===== src/rtl/fwg_pkg.sv =====
package fwg_pkg;
  typedef enum logic [1:0] {
    TMR_IDLE  = 2'd0,
    TMR_DELAY = 2'd1,
    TMR_OPEN  = 2'd2
  } tmr_state_e;
endpackage


===== src/rtl/fwg_line_sync.sv =====
// Brings the asynchronous line signal into the data clock domain and
// flags the selected transition for one cycle.
module fwg_line_sync #(
  parameter int STAGES = 2
) (
  input  logic clk,
  input  logic rst_n,
  input  logic line_in,
  input  logic rise_sel,
  output logic line_sync,
  output logic edge_p
);
  logic [STAGES-1:0] chain;
  logic              prev;

  generate
    if (STAGES == 1) begin : g_single
      always_ff @(posedge clk) begin
        if (!rst_n) chain <= '0;
        else        chain <= line_in;
      end
    end else begin : g_chain
      always_ff @(posedge clk) begin
        if (!rst_n) chain <= '0;
        else        chain <= {chain[STAGES-2:0], line_in};
      end
    end
  endgenerate

  always_ff @(posedge clk) begin
    if (!rst_n) prev <= 1'b0;
    else        prev <= chain[STAGES-1];
  end

  assign line_sync = chain[STAGES-1];

  always_comb begin
    if (rise_sel) edge_p = line_sync & ~prev;
    else          edge_p = ~line_sync & prev;
  end
endmodule


===== src/rtl/fwg_window_timer.sv =====
// Delay followed by a fixed-length window; a start pulse always restarts.
module fwg_window_timer
  import fwg_pkg::*;
#(
  parameter int DELAY_W = 7,
  parameter int WIN_LEN = 13
) (
  input  logic               clk,
  input  logic               rst_n,
  input  logic               start,
  input  logic [DELAY_W-1:0] delay,
  output logic               win
);
  localparam int WL_W  = $clog2(WIN_LEN + 1);
  localparam int CNT_W = (DELAY_W > WL_W) ? DELAY_W : WL_W;
  localparam logic [CNT_W-1:0] ONE      = CNT_W'(1);
  localparam logic [CNT_W-1:0] WIN_LAST = CNT_W'(WIN_LEN - 1);

  tmr_state_e       state;
  logic [CNT_W-1:0] cnt;

  always_ff @(posedge clk) begin
    if (!rst_n) begin
      state <= TMR_IDLE;
      cnt   <= '0;
    end else if (start) begin
      if (delay == '0) begin
        state <= TMR_OPEN;
        cnt   <= WIN_LAST;
      end else begin
        state <= TMR_DELAY;
        cnt   <= CNT_W'(delay) - ONE;
      end
    end else begin
      unique case (state)
        TMR_DELAY: begin
          if (cnt == '0) begin
            state <= TMR_OPEN;
            cnt   <= WIN_LAST;
          end else begin
            cnt <= cnt - ONE;
          end
        end
        TMR_OPEN: begin
          if (cnt == '0) state <= TMR_IDLE;
          else           cnt   <= cnt - ONE;
        end
        default: begin
          state <= TMR_IDLE;
          cnt   <= '0;
        end
      endcase
    end
  end

  assign win = (state == TMR_OPEN);
endmodule


===== src/rtl/fwg_pulse_timer.sv =====
// Pulse of programmable length beginning in the cycle after start.
module fwg_pulse_timer #(
  parameter int W = 6
) (
  input  logic         clk,
  input  logic         rst_n,
  input  logic         start,
  input  logic [W-1:0] width,
  output logic         pulse
);
  localparam logic [W-1:0] ONE = W'(1);

  logic         active;
  logic [W-1:0] left;

  always_ff @(posedge clk) begin
    if (!rst_n) begin
      active <= 1'b0;
      left   <= '0;
    end else if (start) begin
      active <= (width != '0);
      left   <= width - ONE;
    end else if (active) begin
      if (left == '0) active <= 1'b0;
      else            left   <= left - ONE;
    end
  end

  assign pulse = active;
endmodule


===== src/rtl/frame_window_gen.sv =====
module frame_window_gen #(
  parameter int DELAY_W     = 7,
  parameter int BLANK_W     = 6,
  parameter int WIN_LEN     = 13,
  parameter int SYNC_STAGES = 2
) (
  input  logic               clk,
  input  logic               rst_n,
  input  logic               line_in,
  input  logic               cfg_passthru,
  input  logic               cfg_rise_edge,
  input  logic [DELAY_W-1:0] cfg_delay,
  input  logic [BLANK_W-1:0] cfg_blank_width,
  output logic               win_o,
  output logic               win_mon_o,
  output logic               blank_o
);
  logic line_sync;
  logic edge_p;
  logic tmr_win;

  fwg_line_sync #(.STAGES(SYNC_STAGES)) u_sync (
    .clk       (clk),
    .rst_n     (rst_n),
    .line_in   (line_in),
    .rise_sel  (cfg_rise_edge),
    .line_sync (line_sync),
    .edge_p    (edge_p)
  );

  fwg_window_timer #(.DELAY_W(DELAY_W), .WIN_LEN(WIN_LEN)) u_win (
    .clk   (clk),
    .rst_n (rst_n),
    .start (edge_p),
    .delay (cfg_delay),
    .win   (tmr_win)
  );

  fwg_pulse_timer #(.W(BLANK_W)) u_blank (
    .clk   (clk),
    .rst_n (rst_n),
    .start (edge_p),
    .width (cfg_blank_width),
    .pulse (blank_o)
  );

  assign win_o     = cfg_passthru ? line_sync : tmr_win;
  assign win_mon_o = win_o;
endmodule


===== config.mk =====
export PLATFORM = sky130hd
export DESIGN_NAME = frame_window_gen
export DESIGN_NICKNAME = d
export VERILOG_FILES = /design/src/rtl/fwg_pkg.sv /design/src/rtl/fwg_line_sync.sv /design/src/rtl/fwg_window_timer.sv /design/src/rtl/fwg_pulse_timer.sv /design/src/rtl/frame_window_gen.sv
export SDC_FILE = /design/constraint.sdc
export NUM_CORES = 1
export LEC_CHECK = 0
export CAP_MARGIN = 20
export CORE_MARGIN = 2
export CORE_UTILIZATION = 30
export DETAILED_ROUTE_END_ITERATION = 6
export GPL_TIMING_DRIVEN = 0
export MAX_ROUTING_LAYER = met4
export PLACE_DENSITY = 0.56
export SLEW_MARGIN = 30
export SYNTH_ARGS = -nofsm -noshare
export SYNTH_HDL_FRONTEND = slang
export SYNTH_SLANG_ARGS = --single-unit

===== constraint.sdc =====
create_clock -name clk -period 2.3 [get_ports clk]
set_input_delay 0.345 -clock clk [delete_from_list [all_inputs] [get_ports clk]]
set_output_delay 0.345 -clock clk [all_outputs]
set_load 0.1 [all_outputs]

# Word level (Yosys, flattened, before mapping)
# Cells that the tools add are included.
# totals
reg_bits	19
inputBits	18
out_inout_bits	3
# op_classes
n_addsub	4
n_eq_ne	6
n_mux	18
n_bitwise	4
reduce_logical	7
# ops
op	count
2-to-1 mux 7 bit	4
2-to-1 mux 6 bit	3
zero test 7 bit	2
one-hot mux 7 bit (2 select lines)	1
subtractor 7 x 1 -> 7 bit, second input constant	2
subtractor 6 x 1 -> 6 bit, second input constant	2
2-to-1 mux 2 bit	4
zero test 6 bit	1
inequality test 3 x 2 -> 1 bit, second input constant	2
nonzero test 6 bit	1
2-to-1 mux 1 bit	5
one-hot mux 2 bit (2 select lines)	1
AND reduction 2 bit	2
inequality test 3 bit, second input constant	1
bitwise AND 1 bit	2
== test 2 x 1 -> 1 bit, second input constant	1
== test 2 bit, second input constant	1
inequality test 2 bit, second input constant	1
NOT 1 bit	2
nonzero test 2 bit	1

# Depth between registers and ports, before layout
# depth
depth_word	5
depth_mapped	11
depth_no_buf	10

# Cells and area by module
# A second synthesis with hierarchy kept.
# hier_totals
hier_cells	141
area_unflattened_um2	1265.0
# modules_own_cells
mod	n_inst	cells_per_inst	area_per_inst_um2
fwg_window_timer	1	74	663.1
fwg_pulse_timer	1	56	476.7
fwg_line_sync	1	9	102.6
frame_window_gen	1	2	22.5

# Worst setup path after synthesis
# No wires, ideal clock.
# synth_timing
path_type	register to register
startpoint	register u_sync.prev
endpoint	register u_blank.left[4]
arrival_time_ns	2.222
t_required_ns	2.180
path_slack_ns	-0.042
path_stages_with_launch	11
period_less_slack_ns	2.342
cell_sequence	dfxtp_1 -> nor3b_1 -> or2_4 -> buf_2 -> nor2_1 -> a21oi_1 -> ha_1 -> nand2_1 -> or3_1 -> a211oi_1 -> nor2_1
# synth_via
elab_chain_len	5
elab_cells_between_ends	8
cone_classes	eq/ne: 1; mux: 2; bitwise: 3; reduce/logical: 2
# synth_lines
item	line	text
start: declaration	fwg_line_sync.sv:14	logic prev;
start signal: assignment	fwg_line_sync.sv:32	else prev <= chain[STAGES-1];
NOT 1 bit	fwg_line_sync.sv:38	if (rise_sel) edge_p = line_sync & ~prev;
bitwise AND 1 bit	fwg_line_sync.sv:38	
2-to-1 mux 1 bit (*)	fwg_line_sync.sv:38	
inequality test 2 bit (no line) or nonzero test 2 bit (tied branches)	n/a	
AND reduction 2 bit (no line)	n/a	
end signal: assignment	fwg_pulse_timer.sv:22	left <= width - ONE;
end signal: assignment	fwg_pulse_timer.sv:25	else left <= left - ONE;
end: declaration	fwg_pulse_timer.sv:14	logic [W-1:0] left;
# Every way passes the cells marked *; elsewhere a longest branch is shown, timed or not.
# A chain may end at the register's enable or synchronous reset.

# Worst setup path in the final report
# layout_timing
startpoint	register u_win.state[0]
endpoint	output win_o
# layout_via
elab_chain_len	2
# layout_lines
item	line	text
start: declaration	fwg_window_timer.sv:19	tmr_state_e state;
start signal: assignment	fwg_window_timer.sv:24	state <= TMR_IDLE;
start signal: assignment	fwg_window_timer.sv:28	state <= TMR_OPEN;
start signal: assignment	fwg_window_timer.sv:31	state <= TMR_DELAY;
== test 2 bit	fwg_window_timer.sv:56	assign win = (state == TMR_OPEN);
2-to-1 mux 1 bit	frame_window_gen.sv:47	assign win_o = cfg_passthru ? line_sync : tmr_win;
end: declaration	frame_window_gen.sv:14	output logic win_o,
# Every way passes these cells.

==> summary.md <==
| Metric | Value |
|---|---|
| Largest net degree at the start of global routing | `12` |
| RSZ-0062 raised after global routing | `false` |
| Main synth FF type | `dfxtp_1` |
| Top-count cell post-synth | `dfxtp_1` |
| Register bit total from synthesis | `19` |
| Root buf cell | `clkbuf_8` |
| CTS tree | `built` |
| Detailed Place HPWL | `2.32 mm` |
| Global placer's final weighted congestion | `0.819` |
| Status | `complete, no violations` |
| Leading cell types by count after synthesis | `dfxtp_1, nor2_1, nand2_1` |
| Clock tree buffer depth | `2` |
| Synthesized instance count | `between 150 and 200` |
| Startpoint Class | `register` |
| Mapped Nets | `180` |
| Clock latency on the worst-skew pair | `~0.26 ns` |
| Crit path capture | `win_o` |
| Max Clock Freq | `about 0.46 GHz` |
| Count of input and output buffers | `20` |
| FP Rows | `23` |
| Final core utilization | `around two fifths` |
| Setup WS post-layout | `0.109 ns` |
| Sw Ratio | `between 30% and 40%` |
| Finish-stage setup viols | `0` |
| XOR/XNOR share of the synthesized area | `between 8 and 9%` |
| Number of flops mapped to enable cells by yosys | `0` |
| GRT overflow | `0` |
| Reg2reg path depth | `11` |
| CP Data Arrival Time | `1.85 ns` |
| Ys async rst share | `0%` |
| Layout cells sized above 1 | `between 15 and 20%` |
| Final period util | `95.3%` |
| DP Area | `between 1500 and 2000 µm²` |
| Drt drc | `0` |
| Yosys cell types | `between 40 and 50` |
| Number of top-level pins | `21` |
| WL per Instance | `between 10 and 15 µm` |
| Max-cap violations | `0` |
| Initial DRT Pass Iterations | `4` |
| Avg Vias per Cell | `about 5.3` |
| Initial core utilization | `about a third` |
| Fin. Hold Viols | `0` |
| Filler cells | `430` |
| Launch point of the worst path | `u_win.state[0]` |
| Net Sw Power | `around 0.24 mW` |
| Synth top area cells | `dfxtp_1, ha_1, nor2_1` |
| CP Class | `reg -> out` |
| CTS buffer count | `3` |
| Post-Synth Adder-Cell Area | `a little under 7%` |
| Area of the multi-input gates | `926 µm²` |
| Die area | `roughly 5000 µm²` |
| Vias | `around 1200` |
| Minimum clock period | `2.19 ns` |
| Synth Area in Simple Gates | `29.0%` |
| Reg clk slew, reported paths | `0.08 ns` |
| Worst-Margin Slew | `roughly 0.97 ns` |
| R2R Setup Slk | `roughly 0.14 ns` |
| Final setup skew | `0.00386 ns` |
| Clock power share | `29.7%` |
| # diodes | `0` |
| Share of total power in combinational logic | `approximately a quarter` |
| Maximum VDD drop | `around 0.25 mV` |
| Finished Cell Area | `approximately 1700 µm²` |
| Post-CTS Hold Fix Bufs | `0` |
| Area fraction in compound gates after synthesis | `between 10% and 20%` |
| Post-synthesis mux area share | `around 4.1%` |
| P_leak | `0.656 nW` |
| Sequential-to-total area share from yosys stat | `between 20 and 30%` |
| Rel. slew slack | `35.4%` |
| Final Max Tran Viols | `0` |
| Power, Total | `0.806 mW` |
| Synth warn | `0` |
| Yosys top cell by area | `dfxtp_1` |
| Flop pwr share | `between 40% and 50%` |
| First-pass GRT wire length | `~5.3 mm` |
| Total wire length | `~3.1 mm` |
| Crit end category | `output port` |
| Combinational family with the most area after synthesis | `simple AND/OR/NAND/NOR gates` |
| Internal power | `between 0.5 and 0.6 mW` |
| RR Startpoint | `u_sync.prev` |
| Iteration-0 DRC Markers | `51` |
| Clock Sinks | `19` |
| Area growth, synth to finish | `31.3%` |
| Min-delay src | `u_sync.chain[0]` |
| Syn_area_per_cell | `~8.4 µm²` |
| Core area | `slightly above 4000 µm²` |
| CP max FO | `5` |
| Syn Std Cell Area | `1300 µm²` |
| Dpl ws | `-0.620 ns` |
| Vias in the first global route | `~1200` |
| Initial antenna violation count | `0` |
| Power Dens Cells | `roughly 470 nW/µm²` |
| Die Y | `roughly 70 µm` |
| Nets@finish | `approximately 210` |
| Reg2reg end | `u_blank.left[4]` |
| Storage cell area | `385 µm²` |
| Post-synth top area share | `29.3%` |
| Die Wd | `69.8 µm` |
| H-tree Lvls | `1` |
| Total GRT Usage | `between 10% and 20%` |
| CP Data Required Time | `1.96 ns` |
| Hold WC Path Type | `reg -> reg` |
| ANT nets after route | `0` |
critical path, stage by stage, from the launching register on:
cell and delay [ns]:
dfxtp_1 0.35, inv_1 0.05, ha_1 0.29, mux2_2 0.31
buf_4 0.13, clkdlybuf4s15_2 0.45
final cells by class:
| class | count | area share [%] |
|---|---|---|
| Clock inverter | 1 | 0.293 |
| Buffer | 4 | 1.76 |
| Sequential cell | 19 | 22.6 |
| Inverter | 9 | 1.98 |
| Tap cell | 50 | 3.67 |
| Multi-Input combinational cell | 123 | 54.3 |
| Clock buffer | 3 | 2.42 |
| Timing Repair Buffer | 23 | 13.0 |
cells by family (layout without fill, tap and decap cells):
group           count (synthesis)  count (layout)
mux                             5               5
xor+xnor                       12              12
simple gates                   67              67
buf+inv                        13              40
fa+ha+maj                       7               7
flops                          19              19
compound gates                 32              32
layout by cell type, fill, tap and decap left out, drive strengths merged, types with 7 or more instances in the layout:
cell,netlist,final
xor2,7,7
nor2,18,18
ha,7,7
dfxtp,19,19
clkdlybuf4s50,0,16
nand2,10,10
inv,9,9
o21ai,7,7
metrics by stage:
| stage | cells | TNS (ns) | hold WS (ns) |
|---|---|---|---|
| CTS | 231 | 0 | 0.444 |
| finish | 232 | 0 | 0.441 |
| floorplan | 155 | 0 | 0.412 |
| global placement | 225 | -2.30 | 0.419 |
| global route | 232 | 0 | 0.464 |
| detailed placement | 225 | -2.68 | 0.425 |
how the worst min path moves through the flow:
| stage | end | slack (ns) | cells past startpoint |
|---|---|---|---|
| 6_report | u_sync.chain[1] | 0.44 | 1 |
| 5_1_grt | u_sync.chain[1] | 0.46 | 1 |
| 4_1_cts | u_sync.chain[1] | 0.44 | 1 |
| 3_5_place_dp | u_sync.chain[1] | 0.43 | 1 |
| 3_3_place_gp | u_sync.chain[1] | 0.42 | 1 |
| 2_1_floorplan | u_sync.chain[1] | 0.41 | 1 |
sequential cells by signal, indices dropped and copies added, names as in the netlist:
signal,cells
u_blank.left,6
u_blank.pulse,1
u_sync.chain,2
u_sync.prev,1
u_win.cnt,7
u_win.state,2
layer usage:
metal	wire length (µm)	part of all wire (%)	global-route usage, %	vias to the layer above
met5	0	0	-	-
met3	128	4.1	3.78	6
met4	42	1.4	3.21	0
li1	-	-	-	612
met2	1520	49	22.8	25
met1	1390	45	16.0	579
what timing repair did:
action | in CTS | in global routing
gates resized for setup | 18 | 8
buffers inserted | 2 | 1
gates cloned | 0 | 0
endpoints found under the setup margin | 3 | 3
pin swaps | 2 | 2
power groups by stage:
stage | combinational, mW | clock, mW | sequential, mW
2_1_floorplan | 0.122 | 0 | 0.363
3_3_place_gp | 0.192 | 0 | 0.361
3_5_place_dp | 0.193 | 0 | 0.362
4_1_cts | 0.204 | 0.251 | 0.355
5_1_grt | 0.234 | 0.267 | 0.356
6_report | 0.213 | 0.240 | 0.354
Power figures use the tool's default switching activity.
